$ cat src/rtl/wd_pkg.sv
package wd_pkg;

   typedef enum logic {
      WD_COUNT = 1'b0,
      WD_KICK  = 1'b1
   } wd_phase_e;

endpackage

$ cat src/rtl/wd_strobe_edge.sv
module wd_strobe_edge #(
   parameter int unsigned SYNC_STAGES = 2
) (
   input  logic clk_i,
   input  logic rst_ni,
   input  logic strobe_i,
   output logic rise_o
);

   logic level;
   logic level_prev_q;

   if (SYNC_STAGES > 8) begin : g_bad_sync
      $error("wd_strobe_edge: SYNC_STAGES must be 8 or less");
   end

   if (SYNC_STAGES == 0) begin : g_direct
      assign level = strobe_i;
   end else begin : g_sync
      logic [SYNC_STAGES-1:0] chain_q;
      always_ff @(posedge clk_i or negedge rst_ni) begin
         if (!rst_ni) begin
            chain_q <= '0;
         end else begin
            chain_q[0] <= strobe_i;
            for (int i = 1; i < SYNC_STAGES; i++) begin
               chain_q[i] <= chain_q[i-1];
            end
         end
      end
      assign level = chain_q[SYNC_STAGES-1];
   end

   always_ff @(posedge clk_i or negedge rst_ni) begin
      if (!rst_ni) level_prev_q <= 1'b0;
      else         level_prev_q <= level;
   end

   assign rise_o = level & ~level_prev_q;

   // a level held high yields one edge only
   assert_single_clear_R4: assert property (@(posedge clk_i) disable iff (!rst_ni)
      rise_o |=> !rise_o);

endmodule

$ cat src/rtl/wd_timer.sv
module wd_timer
   import wd_pkg::*;
#(
   parameter int unsigned TIMEOUT_CYCLES = 200_000_000,
   parameter int unsigned KICK_CYCLES    = 16
) (
   input  logic clk_i,
   input  logic rst_ni,
   input  logic clear_i,
   output logic expire_o,
   output logic kick_o,
   output logic counting_o
);

   localparam int CW = (TIMEOUT_CYCLES > 2) ? $clog2(TIMEOUT_CYCLES) : 1;
   localparam int KW = (KICK_CYCLES > 1) ? $clog2(KICK_CYCLES) : 1;
   localparam logic [CW-1:0] LAST_CNT = CW'(TIMEOUT_CYCLES - 1);

   if (TIMEOUT_CYCLES < 2) begin : g_bad_timeout
      $error("wd_timer: TIMEOUT_CYCLES must be at least 2");
   end
   if (KICK_CYCLES < 1) begin : g_bad_kick
      $error("wd_timer: KICK_CYCLES must be at least 1");
   end

   wd_phase_e      phase_q;
   logic [CW-1:0]  cnt_q;
   logic           kick_last;

   // kick length: a counter only when the kick spans several cycles
   if (KICK_CYCLES == 1) begin : g_kick_single
      assign kick_last = 1'b1;
   end else begin : g_kick_multi
      localparam logic [KW-1:0] LAST_KICK = KW'(KICK_CYCLES - 1);
      logic [KW-1:0] kick_q;
      always_ff @(posedge clk_i or negedge rst_ni) begin
         if (!rst_ni)                                 kick_q <= '0;
         else if (phase_q == WD_KICK && !kick_last)   kick_q <= kick_q + 1'b1;
         else                                         kick_q <= '0;
      end
      assign kick_last = (kick_q == LAST_KICK);
   end

   assign expire_o   = (phase_q == WD_COUNT) && (cnt_q == LAST_CNT) && !clear_i;
   assign kick_o     = (phase_q == WD_KICK);
   assign counting_o = (phase_q == WD_COUNT);

   always_ff @(posedge clk_i or negedge rst_ni) begin
      if (!rst_ni) begin
         phase_q <= WD_COUNT;
         cnt_q   <= '0;
      end else begin
         unique case (phase_q)
            WD_COUNT: begin
               if (clear_i) begin
                  cnt_q <= '0;
               end else if (cnt_q == LAST_CNT) begin
                  phase_q <= WD_KICK;
                  cnt_q   <= '0;
               end else begin
                  cnt_q <= cnt_q + 1'b1;
               end
            end
            WD_KICK: begin
               cnt_q <= '0;
               if (kick_last) phase_q <= WD_COUNT;
            end
            default: phase_q <= WD_COUNT;
         endcase
      end
   end

   // checker: independent measure of the kick length
   logic [KW:0] chk_len_q;
   always_ff @(posedge clk_i or negedge rst_ni) begin
      if (!rst_ni)     chk_len_q <= '0;
      else if (kick_o) chk_len_q <= chk_len_q + 1'b1;
      else             chk_len_q <= '0;
   end

   assert_kick_width_R5: assert property (@(posedge clk_i) disable iff (!rst_ni)
      $fell(kick_o) |-> (chk_len_q == (KW+1)'(KICK_CYCLES)));

   assert_kick_not_overlong_R5: assert property (@(posedge clk_i) disable iff (!rst_ni)
      kick_o |-> (chk_len_q < (KW+1)'(KICK_CYCLES)));

   assert_kick_after_full_count_R2: assert property (@(posedge clk_i) disable iff (!rst_ni)
      $rose(kick_o) |-> ($past(cnt_q) == LAST_CNT));

   assert_count_restart_R6: assert property (@(posedge clk_i) disable iff (!rst_ni)
      $fell(kick_o) |-> (cnt_q == '0));

   assert_strobe_wins_R11: assert property (@(posedge clk_i) disable iff (!rst_ni)
      (clear_i && counting_o) |=> (counting_o && cnt_q == '0));

endmodule

$ cat src/rtl/wd_fault_latch.sv
module wd_fault_latch (
   input  logic clk_i,
   input  logic rst_ni,
   input  logic expire_i,
   input  logic strobe_rise_i,
   input  logic counting_i,
   input  logic fault_clr_i,
   input  logic cause_clr_i,
   output logic fault_o,
   output logic cause_o
);

   logic fault_q;
   logic armed_q;
   logic cause_q;

   always_ff @(posedge clk_i or negedge rst_ni) begin
      if (!rst_ni) begin
         fault_q <= 1'b0;
         armed_q <= 1'b0;
      end else if (expire_i) begin
         fault_q <= 1'b1;
         armed_q <= 1'b0;
      end else if (fault_q && armed_q && fault_clr_i) begin
         fault_q <= 1'b0;
         armed_q <= 1'b0;
      end else if (fault_q && strobe_rise_i && counting_i) begin
         armed_q <= 1'b1;
      end
   end

   // timeout takes priority over a clear in the same cycle
   always_ff @(posedge clk_i or negedge rst_ni) begin
      if (!rst_ni)          cause_q <= 1'b0;
      else if (expire_i)    cause_q <= 1'b1;
      else if (cause_clr_i) cause_q <= 1'b0;
   end

   assign fault_o = fault_q;
   assign cause_o = cause_q;

   assert_fault_on_expiry_R7: assert property (@(posedge clk_i) disable iff (!rst_ni)
      expire_i |=> (fault_q && !armed_q));

   assert_fault_release_guarded_R8: assert property (@(posedge clk_i) disable iff (!rst_ni)
      $fell(fault_q) |-> $past(fault_clr_i && armed_q));

   assert_cause_set_wins_R10: assert property (@(posedge clk_i) disable iff (!rst_ni)
      expire_i |=> cause_q);

   assert_cause_holds_R9: assert property (@(posedge clk_i) disable iff (!rst_ni)
      $fell(cause_q) |-> $past(cause_clr_i));

endmodule

$ cat src/rtl/pulse_watchdog.sv
module pulse_watchdog #(
   parameter int unsigned TIMEOUT_CYCLES = 200_000_000,
   parameter int unsigned KICK_CYCLES    = 16,
   parameter int unsigned SYNC_STAGES    = 2
) (
   input  logic clk_i,
   input  logic rst_ni,
   input  logic strobe_i,
   input  logic fault_clr_i,
   input  logic cause_clr_i,
   output logic cpu_rst_pulse_o,
   output logic motor_en_o,
   output logic alarm_o,
   output logic wd_cause_o
);

   logic strobe_rise;
   logic expire;
   logic kick;
   logic counting;
   logic fault;

   wd_strobe_edge #(
      .SYNC_STAGES (SYNC_STAGES)
   ) u_edge (
      .clk_i    (clk_i),
      .rst_ni   (rst_ni),
      .strobe_i (strobe_i),
      .rise_o   (strobe_rise)
   );

   wd_timer #(
      .TIMEOUT_CYCLES (TIMEOUT_CYCLES),
      .KICK_CYCLES    (KICK_CYCLES)
   ) u_timer (
      .clk_i      (clk_i),
      .rst_ni     (rst_ni),
      .clear_i    (strobe_rise),
      .expire_o   (expire),
      .kick_o     (kick),
      .counting_o (counting)
   );

   wd_fault_latch u_latch (
      .clk_i         (clk_i),
      .rst_ni        (rst_ni),
      .expire_i      (expire),
      .strobe_rise_i (strobe_rise),
      .counting_i    (counting),
      .fault_clr_i   (fault_clr_i),
      .cause_clr_i   (cause_clr_i),
      .fault_o       (fault),
      .cause_o       (wd_cause_o)
   );

   assign cpu_rst_pulse_o = kick;
   assign motor_en_o      = ~fault;
   assign alarm_o         = fault;

   assert_kick_masks_motor_R7: assert property (@(posedge clk_i) disable iff (!rst_ni)
      cpu_rst_pulse_o |-> (!motor_en_o && alarm_o && wd_cause_o));

endmodule

$ cat config.mk
export PLATFORM = sky130hd
export DESIGN_NAME = pulse_watchdog
export DESIGN_NICKNAME = d
export VERILOG_FILES = /design/src/rtl/wd_pkg.sv /design/src/rtl/wd_strobe_edge.sv /design/src/rtl/wd_timer.sv /design/src/rtl/wd_fault_latch.sv /design/src/rtl/pulse_watchdog.sv
export SDC_FILE = /design/constraint.sdc
export NUM_CORES = 1
export LEC_CHECK = 0
export BUFFER_PORTS_ARGS = -buffer_cell sky130_fd_sc_hd__buf_2
export CORE_MARGIN = 8
export CORE_UTILIZATION = 30
export CTS_BUF_LIST = sky130_fd_sc_hd__clkbuf_4
export CTS_CLUSTER_SIZE = 14
export DETAILED_ROUTE_END_ITERATION = 8
export GPL_TIMING_DRIVEN = 0
export PLACE_DENSITY_LB_ADDON = 0.1
export SYNTH_ARGS = -nofsm -noshare
export SYNTH_HDL_FRONTEND = slang
export SYNTH_SLANG_ARGS = --single-unit
$ cat constraint.sdc
create_clock -name clk_i -period 2.8 [get_ports clk_i]
set_clock_uncertainty 0.2 [all_clocks]
set_input_delay 0.28 -clock clk_i [delete_from_list [all_inputs] [get_ports clk_i]]
set_output_delay 0.28 -clock clk_i [all_outputs]
set_load 0.02 [all_outputs]
**After elaboration in Yosys (flattened, before gate mapping)**

Cells that the tools add are included.

- Bits in registers: 39
- Output and inout bits: 4

- Add/sub/neg operators: 2
- Equality and inequality tests: 2
- Muxes and demuxes: 15
- Bitwise logic cells: 4
- Reduce and logical (&&, ||, !) cells: 12

Operators with widths:

| kind | number |
|---|---|
| 2-to-1 mux 28 bit | 2 |
| case mux 28 bit (2 select lines) | 1 |
| adder 28 x 1 -> 28 bit (second input constant) | 1 |
| equality test 28 bit (second input constant) | 1 |
| 2-to-1 mux 1 bit | 10 |
| logical AND 1 bit | 7 |
| adder 4 x 1 -> 4 bit (second input constant) | 1 |
| equality test 4 bit (second input constant) | 1 |
| 2-to-1 mux 4 bit | 1 |
| nonzero test 2 bit | 2 |
| inverter 1 bit | 3 |
| nonzero test 3 bit | 1 |
| zero test 1 bit | 2 |
| case mux 1 bit (2 select lines) | 1 |
| AND 1 bit | 1 |

**Longest topological paths before layout**

Gate-level depths: netlist of the first run.

- Word-level depth: 7
- Gate-level depth with buffers: 7
- Mapped depth without buffers: 6

**Modules after synthesis**

A second synthesis of the first run with hierarchy kept.

- Cell total of the unflattened synthesis: 178
- Area, all modules: 1824.2 um^2

By module, submodules not included:

| module | times used | cells an instance | area each (um^2) |
|---|---|---|---|
| wd_timer | 1 | 164 | 1617.8 |
| wd_fault_latch | 1 | 9 | 113.9 |
| wd_strobe_edge | 1 | 4 | 88.8 |
| pulse_watchdog | 1 | 1 | 3.8 |

**Worst setup path before layout of the first run**

Ideal clock, no wire load.

- Path kind: register to register
- Start: register u_timer.cnt_q[0]
- End: register u_timer.cnt_q[26]
- Setup time: 0.132 ns
- Data arrival time: 1.692 ns
- Setup slack: 0.776 ns
- Stages on the path, launching flop included: 8
- Path through: dfrtp_1 ha_1 nand4_1 or2_2 buf_2 nor4_1 xnor2_1 nor2_1

- Word-level cells in the longest chain between the ends: 4
- Elaborated cells between the ends (all ways): 5

Ends and longest elaborated chain:

| what | RTL line | text |
|---|---|---|
| start: declaration | wd_timer.sv:27 | `logic [CW-1:0] cnt_q;` |
| start signal: assignment | wd_timer.sv:61 | `cnt_q <= cnt_q + 1'b1;` |
| adder 28 x 1 -> 28 bit or equality test 28 bit (tied branches) | wd_timer.sv:61, wd_timer.sv:57 |  |
| 2-to-1 mux 28 bit (*) | wd_timer.sv:57 | `end else if (cnt_q == LAST_CNT) begin` |
| 2-to-1 mux 28 bit (*) | wd_timer.sv:55 | `if (clear_i) begin` |
| case mux 28 bit (2 select lines) (*) | wd_timer.sv:53 | `unique case (phase_q)` |

Every way passes the cells marked *; elsewhere a longest branch is shown, timed or not.
A chain may end at the register's enable or synchronous reset.

**Worst setup path after layout of the first run**

- Start: register u_timer.cnt_q[0]
- End: register u_timer.cnt_q[23]

Same word-level chain as after synthesis.

==> run summary, run 1 <==
status - completed
Post-Syn Nets - 197
Max Clock Freq - 398.9 MHz
multi-input logic area - 843.3 µm²
slowest stage cell, crit path - o21ai_1
worst r2r src - u_timer.cnt_q[0]$_DFF_PN0_
io pins - 9
CTS tree - yes
# fillers - 623
setup TNS - 0 ps
WL per Instance - 14.57 µm
Setup Crit Path Kind - reg2reg
register area - 975.9 µm²
width of the die - 94.70 µm
Fin. Hold Viols - 0
GRT Total Usage - 10.60%
Crit Path Max Fanout - 10
Most used DFF post-synth - dfrtp_1
Final Cycle Share - 89.54%
share of cells above drive strength 1 - 11.43%
CP cell instances - ha_1 > nand4_1 > or2_2 > o21ai_1 > clkbuf_2 > nor2_1
hpwl dp - 2937 µm
max-slew violations - 0
Cell Pwr Density - 510.2 nW/µm²
critical path's largest stage delay - 510 ps
Core ar. - 5956 µm²
maximum root-to-sink buffer count - 2
LEAKAGE - 0.9239 nW
final setup margin - 292.8 ps
Critical Path Source - u_timer.cnt_q[0]$_DFF_PN0_
register area share after synthesis - 52.53%
hold wc startpoint - u_edge.g_sync.chain_q[0]$_DFF_PN0_
drt pass-1 iters - 4
crit path launch type - flip-flop
synth warn - 0
row cnt - 28
largest net degree at the start of global routing - 40
CTS Buf Count - 5
Congestion Overflow GR - 0
Die Height - 94.70 µm
Vias/cell - 5.004
Area Overhead vs Synth - 13.94%
Setup WS pre-CTS - 151.4 ps
detailed-route DRC error count - 0
Post-synth EDFFs - 0
I/O Buffers - 8
CTS sink cnt - 39
vias in the first global route - 1547
Worst-Margin Slew - 1130 ps
most frequent cells in the layout - dfrtp_1 (39), nor2_1 (34), nand2_1 (16)
GP Congestion - 0.7842
first-pass GRT wire length - 7376 µm
initial DRC count - 80
minimum clock period - 2507 ps
unrepaired setup endpoints after global routing - no
nets@finish - 216
Worst Hold Class - reg2reg
setup violators final - 0
Cell variety after synth - 33
WP data required - 2850 ps
vias post-DR - 1426
initial antenna violation count - 0
Starting Density - 31.20%
H-tree depth - 2
Max IR drop VDD - 0.0001375 V
ys async rst share - 100.0%
Setup crit end kind - flip-flop
Syn Inst Count - 190
drt total wl - 4153 µm
cell area after synthesis - 1858 µm²
relative slew slack - 24.08%
MaxCap Viol Count - 0
most common cell after layout, fill and taps aside - dfrtp_1
clk slew on worst S/H paths - 140 ps
Crit path arrival time - 2560 ps
FF+latch count, synth - 39
CTS root buffer - clkbuf_4
mean post-synth cell area - 9.779 µm²
Final ANT Viol Nets - 0
worst-skew pair later-pin latency - 360 ps
number of antenna diodes - 0
die area - 8968 µm²
state kept, by name, indices dropped and copies added (netlist names):
signal                       count
u_timer.cnt_q                   28
u_timer.g_kick_multi.kick_q      4
u_edge.g_sync.chain_q            2
u_edge.level_prev_q              1
u_latch.armed_q                  1
u_latch.cause_o                  1
u_latch.fault_o                  1
u_timer.kick_o                   1
Yosys cell counts (2+ instances only):
master / count / share of area (%)
a31oi_1: 3 / 1.0
nor4_1: 3 / 1.0
o21ai_0: 4 / 1.1
nor4bb_1: 2 / 1.1
and3_1: 4 / 1.3
xor2_1: 12 / 5.7
and4_1: 2 / 0.94
nand2_1: 16 / 3.2
nor3_1: 5 / 1.3
or3_1: 2 / 0.67
xnor2_1: 10 / 4.7
inv_1: 7 / 1.4
nand3_1: 12 / 3.2
a21o_1: 3 / 1.2
nand4_1: 7 / 2.4
nor2_1: 34 / 6.9
ha_1: 2 / 1.3
a21oi_1: 7 / 1.9
or2_2: 2 / 0.67
or4_1: 2 / 0.81
dfrtp_1: 39 / 53
logic make-up (layout without fill, tap and decap cells):
kind of cell,Yosys count,in the layout,synth area share [%]
AOI/OAI and AO/OA,21,21,6.734
and+or+nand+nor,96,96,26.94
buffers and inverters,10,30,2.087
xor gates and xnor gates,22,22,10.37
adders and majority gates,2,2,1.347
DFF,39,39,52.53
worst max-delay path, delay by kind of cell, from the launching register on:
family                   cells  cell delay (ps)
adder cells (fa/ha/maj)      1              230
flip-flops                   1              410
AND/OR/NAND/NOR              3              700
AO/OA/AOI/OAI                1              510
buffers and inverters        1              350
stage by stage:
| step | power [mW] | utilization [%] | instances | hold WS, ps | instance area, µm² |
|---|---|---|---|---|---|
| finish | 1.080 | 35.55 | 285 | 169.8 | 2117 |
| global route | 1.139 | 35.55 | 285 | 175.3 | 2117 |
| CTS | 1.100 | 35.53 | 285 | 171.8 | 2116 |
| detailed placement | 0.6898 | 33.45 | 273 | 139.5 | 1992 |
| global placement | 0.6840 | 33.45 | 273 | 138.9 | 1992 |
| floorplan | 0.6580 | - | 190 | -215.6 | 1858 |
layer usage:
metal  wire length, µm  track usage, %
met1              1993           12.55
met2              1934           17.56
met3               138           2.937
met4                87           4.681
met5                 0               0
final cells by class:
class	instances	area share (%)
clock inverters	3	2.187
inverters	7	1.241
well taps	75	4.433
clock buffers	5	1.773
flip-flops and latches	39	46.10
repair buffers	12	3.783
plain buffers	3	0.6501
multi-input cells	141	39.83
report_power, final:
part | leakage, nW | total [mW] | internal (mW) | switching, mW
sequential | 0.533 | 0.611 | 0.585 | 0.0261
combinational | 0.349 | 0.0697 | 0.0274 | 0.0423
clock | 0.0418 | 0.399 | 0.191 | 0.208
total | 0.924 | 1.08 | 0.803 | 0.277
worst paths after layout:
path,endpoint,slack (ps),depth (start not counted)
max,u_timer.cnt_q[23]$_DFF_PN0_,290,6
min,u_edge.g_sync.chain_q[1]$_DFF_PN0_,170,0
min in group asynchronous,u_latch.armed_q$_DFFE_PN0P_,350,2
max reg2reg,u_timer.cnt_q[23]$_DFF_PN0_,290,6
max in group asynchronous,u_timer.cnt_q[11]$_DFF_PN0_,1470,2
min reg2reg,u_edge.g_sync.chain_q[1]$_DFF_PN0_,170,0
repair_timing:
action                                 in CTS  in global routing
gates resized for setup                     0                  2
endpoints found under the hold margin      43                  0
setup endpoints to repair                   0                 10
hold buffers                                4                  0
setup buffers                               0                  0
Power figures use the tool's default switching activity.
==> run 2, diff against run 1 <==
Settings changed: PLACE_DENSITY from default to 0.42, PLACE_DENSITY_LB_ADDON 0.1 to default.
==> run 2 against run 1 <==
Net effect:
- sequential share of layout area shrank 0.51 points
- wire length shrank 0.43%
- sequential cell count is the same
- count of clock-buffer cells in the layout is the same
- register-to-register slack gained 20 ps
- clock power grew 19%
- largest cell class unchanged
- sequential power is essentially flat
==> run summary, run 2 (same netlist as run 1, synthesis figures left out) <==
most frequent cells in the layout - dfrtp_1 (39), nor2_1 (34), nand2_1 (16)
met1 Use GR - 12.95%
met3 Use GR - 2.857%
multi-input logic area - 847.1 µm²
nets@finish - 216
clk slew on worst S/H paths - 130 ps
GR Layer Usage met2 - 16.57%
relative slew slack - 23.26%
CTS root buffer - clkbuf_4
share of cells above drive strength 1 - 11.43%
detailed-route DRC error count - 0
CP cell instances - nand3_2 > nor3_1 > nor4b_2 > xnor2_1 > nor2_1
internal reg-to-reg setup slack - 310 ps
max-slew violations - 0
Top Registers - u_timer.cnt_q (28), u_timer.g_kick_multi.kick_q (4), u_edge.g_sync.chain_q (2)
Fin. Hold Viols - 0
io pins - 9
minimum clock period - 2489 ps
drt pass-1 iters - 4
max reg flops - 28
register area - 975.9 µm²
GRT Total Usage - 10.46%
Top reg by flops - u_timer.cnt_q
Worst-Margin Slew - 1142 ps
Max IR drop VDD - 0.0001829 V
Max Clock Freq - 401.8 MHz
Cell Pwr Density - 540.4 nW/µm²
vias in the first global route - 1472
setup violators final - 0
Final ANT Viol Nets - 0
Setup Crit Path Kind - reg2reg
# fillers - 619
row cnt - 28
unrepaired setup endpoints after global routing - no
Final Cycle Share - 88.88%
CTS Buf Count - 5
initial antenna violation count - 0
H-tree depth - 2
Setup crit end kind - flip-flop
hpwl dp - 2896 µm
Vias/cell - 4.923
width of the die - 94.70 µm
maximum root-to-sink buffer count - 2
largest net degree at the start of global routing - 40
setup TNS - 0 ps
critical path's largest stage delay - 940 ps
hold_ws - 168.9 ps
number of antenna diodes - 0
Crit path arrival time - 2520 ps
LEAKAGE - 0.9320 nW
die area - 8968 µm²
slowest stage cell, crit path - nor3_1
Die Height - 94.70 µm
most common cell after layout, fill and taps aside - dfrtp_1
most crowded layer after global routing - met2
WL per Instance - 14.51 µm
Congestion Overflow GR - 0
GP Congestion - 0.7907
initial DRC count - 48
crit path launch type - flip-flop
drt total wl - 4135 µm
status - completed
MaxCap Viol Count - 0
Crit Path Max Fanout - 9
Area Overhead vs Synth - 15.22%
Worst Hold Class - reg2reg
Core ar. - 5956 µm²
WP data required - 2830 ps
first-pass GRT wire length - 7245 µm
I/O Buffers - 8
Starting Density - 31.20%
vias post-DR - 1403
CTS sink cnt - 39
worst-skew pair later-pin latency - 350 ps
Final Cell Area - 2141 µm²
Post-CTS Setup Repair Bufs - 0
CTS tree - yes
DP Area - 1992 µm²
-- run 2: cell count changes in the layout (fill, tap and decap cells not counted), sizes merged --
cell    delta
bufinv     +1
inv        -1
-- run 2: metrics by stage --
step | setup WS (ps) | utilization, % | std cells | power (mW)
3_3_place_gp | 168.9 | 33.45 | 273 | 0.6840
6_report | 311.4 | 35.95 | 285 | 1.157
4_1_cts | 190.4 | 35.88 | 285 | 1.179
3_5_place_dp | 206.7 | 33.45 | 273 | 0.6899
5_1_grt | 59.58 | 35.95 | 285 | 1.221
2_1_floorplan | 776.3 | - | 190 | 0.6580
-- run 2: layout make-up --
cell class | count | area share, %
sequential | 39 | 45.59
timing repair buffer | 12 | 3.741
multi-input combinational | 141 | 39.57
inverter | 7 | 1.227
buffer | 3 | 0.5845
clock inverter | 3 | 3.156
tap | 75 | 4.383
clock buffer | 5 | 1.753
-- run 2: worst paths after layout --
check,start,endpoint,cells after the start
min in group asynchronous,rst_ni,u_edge.level_prev_q$_DFF_PN0_,2
max reg2reg,u_timer.cnt_q[2]$_DFF_PN0_,u_timer.cnt_q[25]$_DFF_PN0_,5
max in group asynchronous,rst_ni,u_timer.cnt_q[13]$_DFF_PN0_,2
min reg2reg,u_edge.g_sync.chain_q[0]$_DFF_PN0_,u_edge.g_sync.chain_q[1]$_DFF_PN0_,0
min,u_edge.g_sync.chain_q[0]$_DFF_PN0_,u_edge.g_sync.chain_q[1]$_DFF_PN0_,0
max,u_timer.cnt_q[2]$_DFF_PN0_,u_timer.cnt_q[25]$_DFF_PN0_,5
-- run 2: repair_timing --
item | CTS | global route
endpoints found under the hold margin | 42 | 0
gates resized for setup | 0 | 1
endpoints found under the setup margin | 0 | 4
hold buffers | 4 | 0
-- run 2: power by group --
part / switching (mW) / internal, mW / total, mW
Combinational: 0.0429 / 0.0270 / 0.0699
Sequential: 0.0261 / 0.585 / 0.611
Clock: 0.198 / 0.278 / 0.476
-- run 2: critical path: cells and delay by family, from the launching register on --
| family | cells | cell delay [ps] |
|---|---|---|
| and+or+nand+nor | 4 | 1560 |
| DFF | 1 | 450 |
| xor gates and xnor gates | 1 | 170 |
-- run 2: metal layers --
layer  vias up  share of wire, %  wire, µm
li1        696                 -         -
met1       686                49      2009
met2        13                47      1939
met3         8               2.7       113
met4         0               1.7        72
met5         -                 0         0
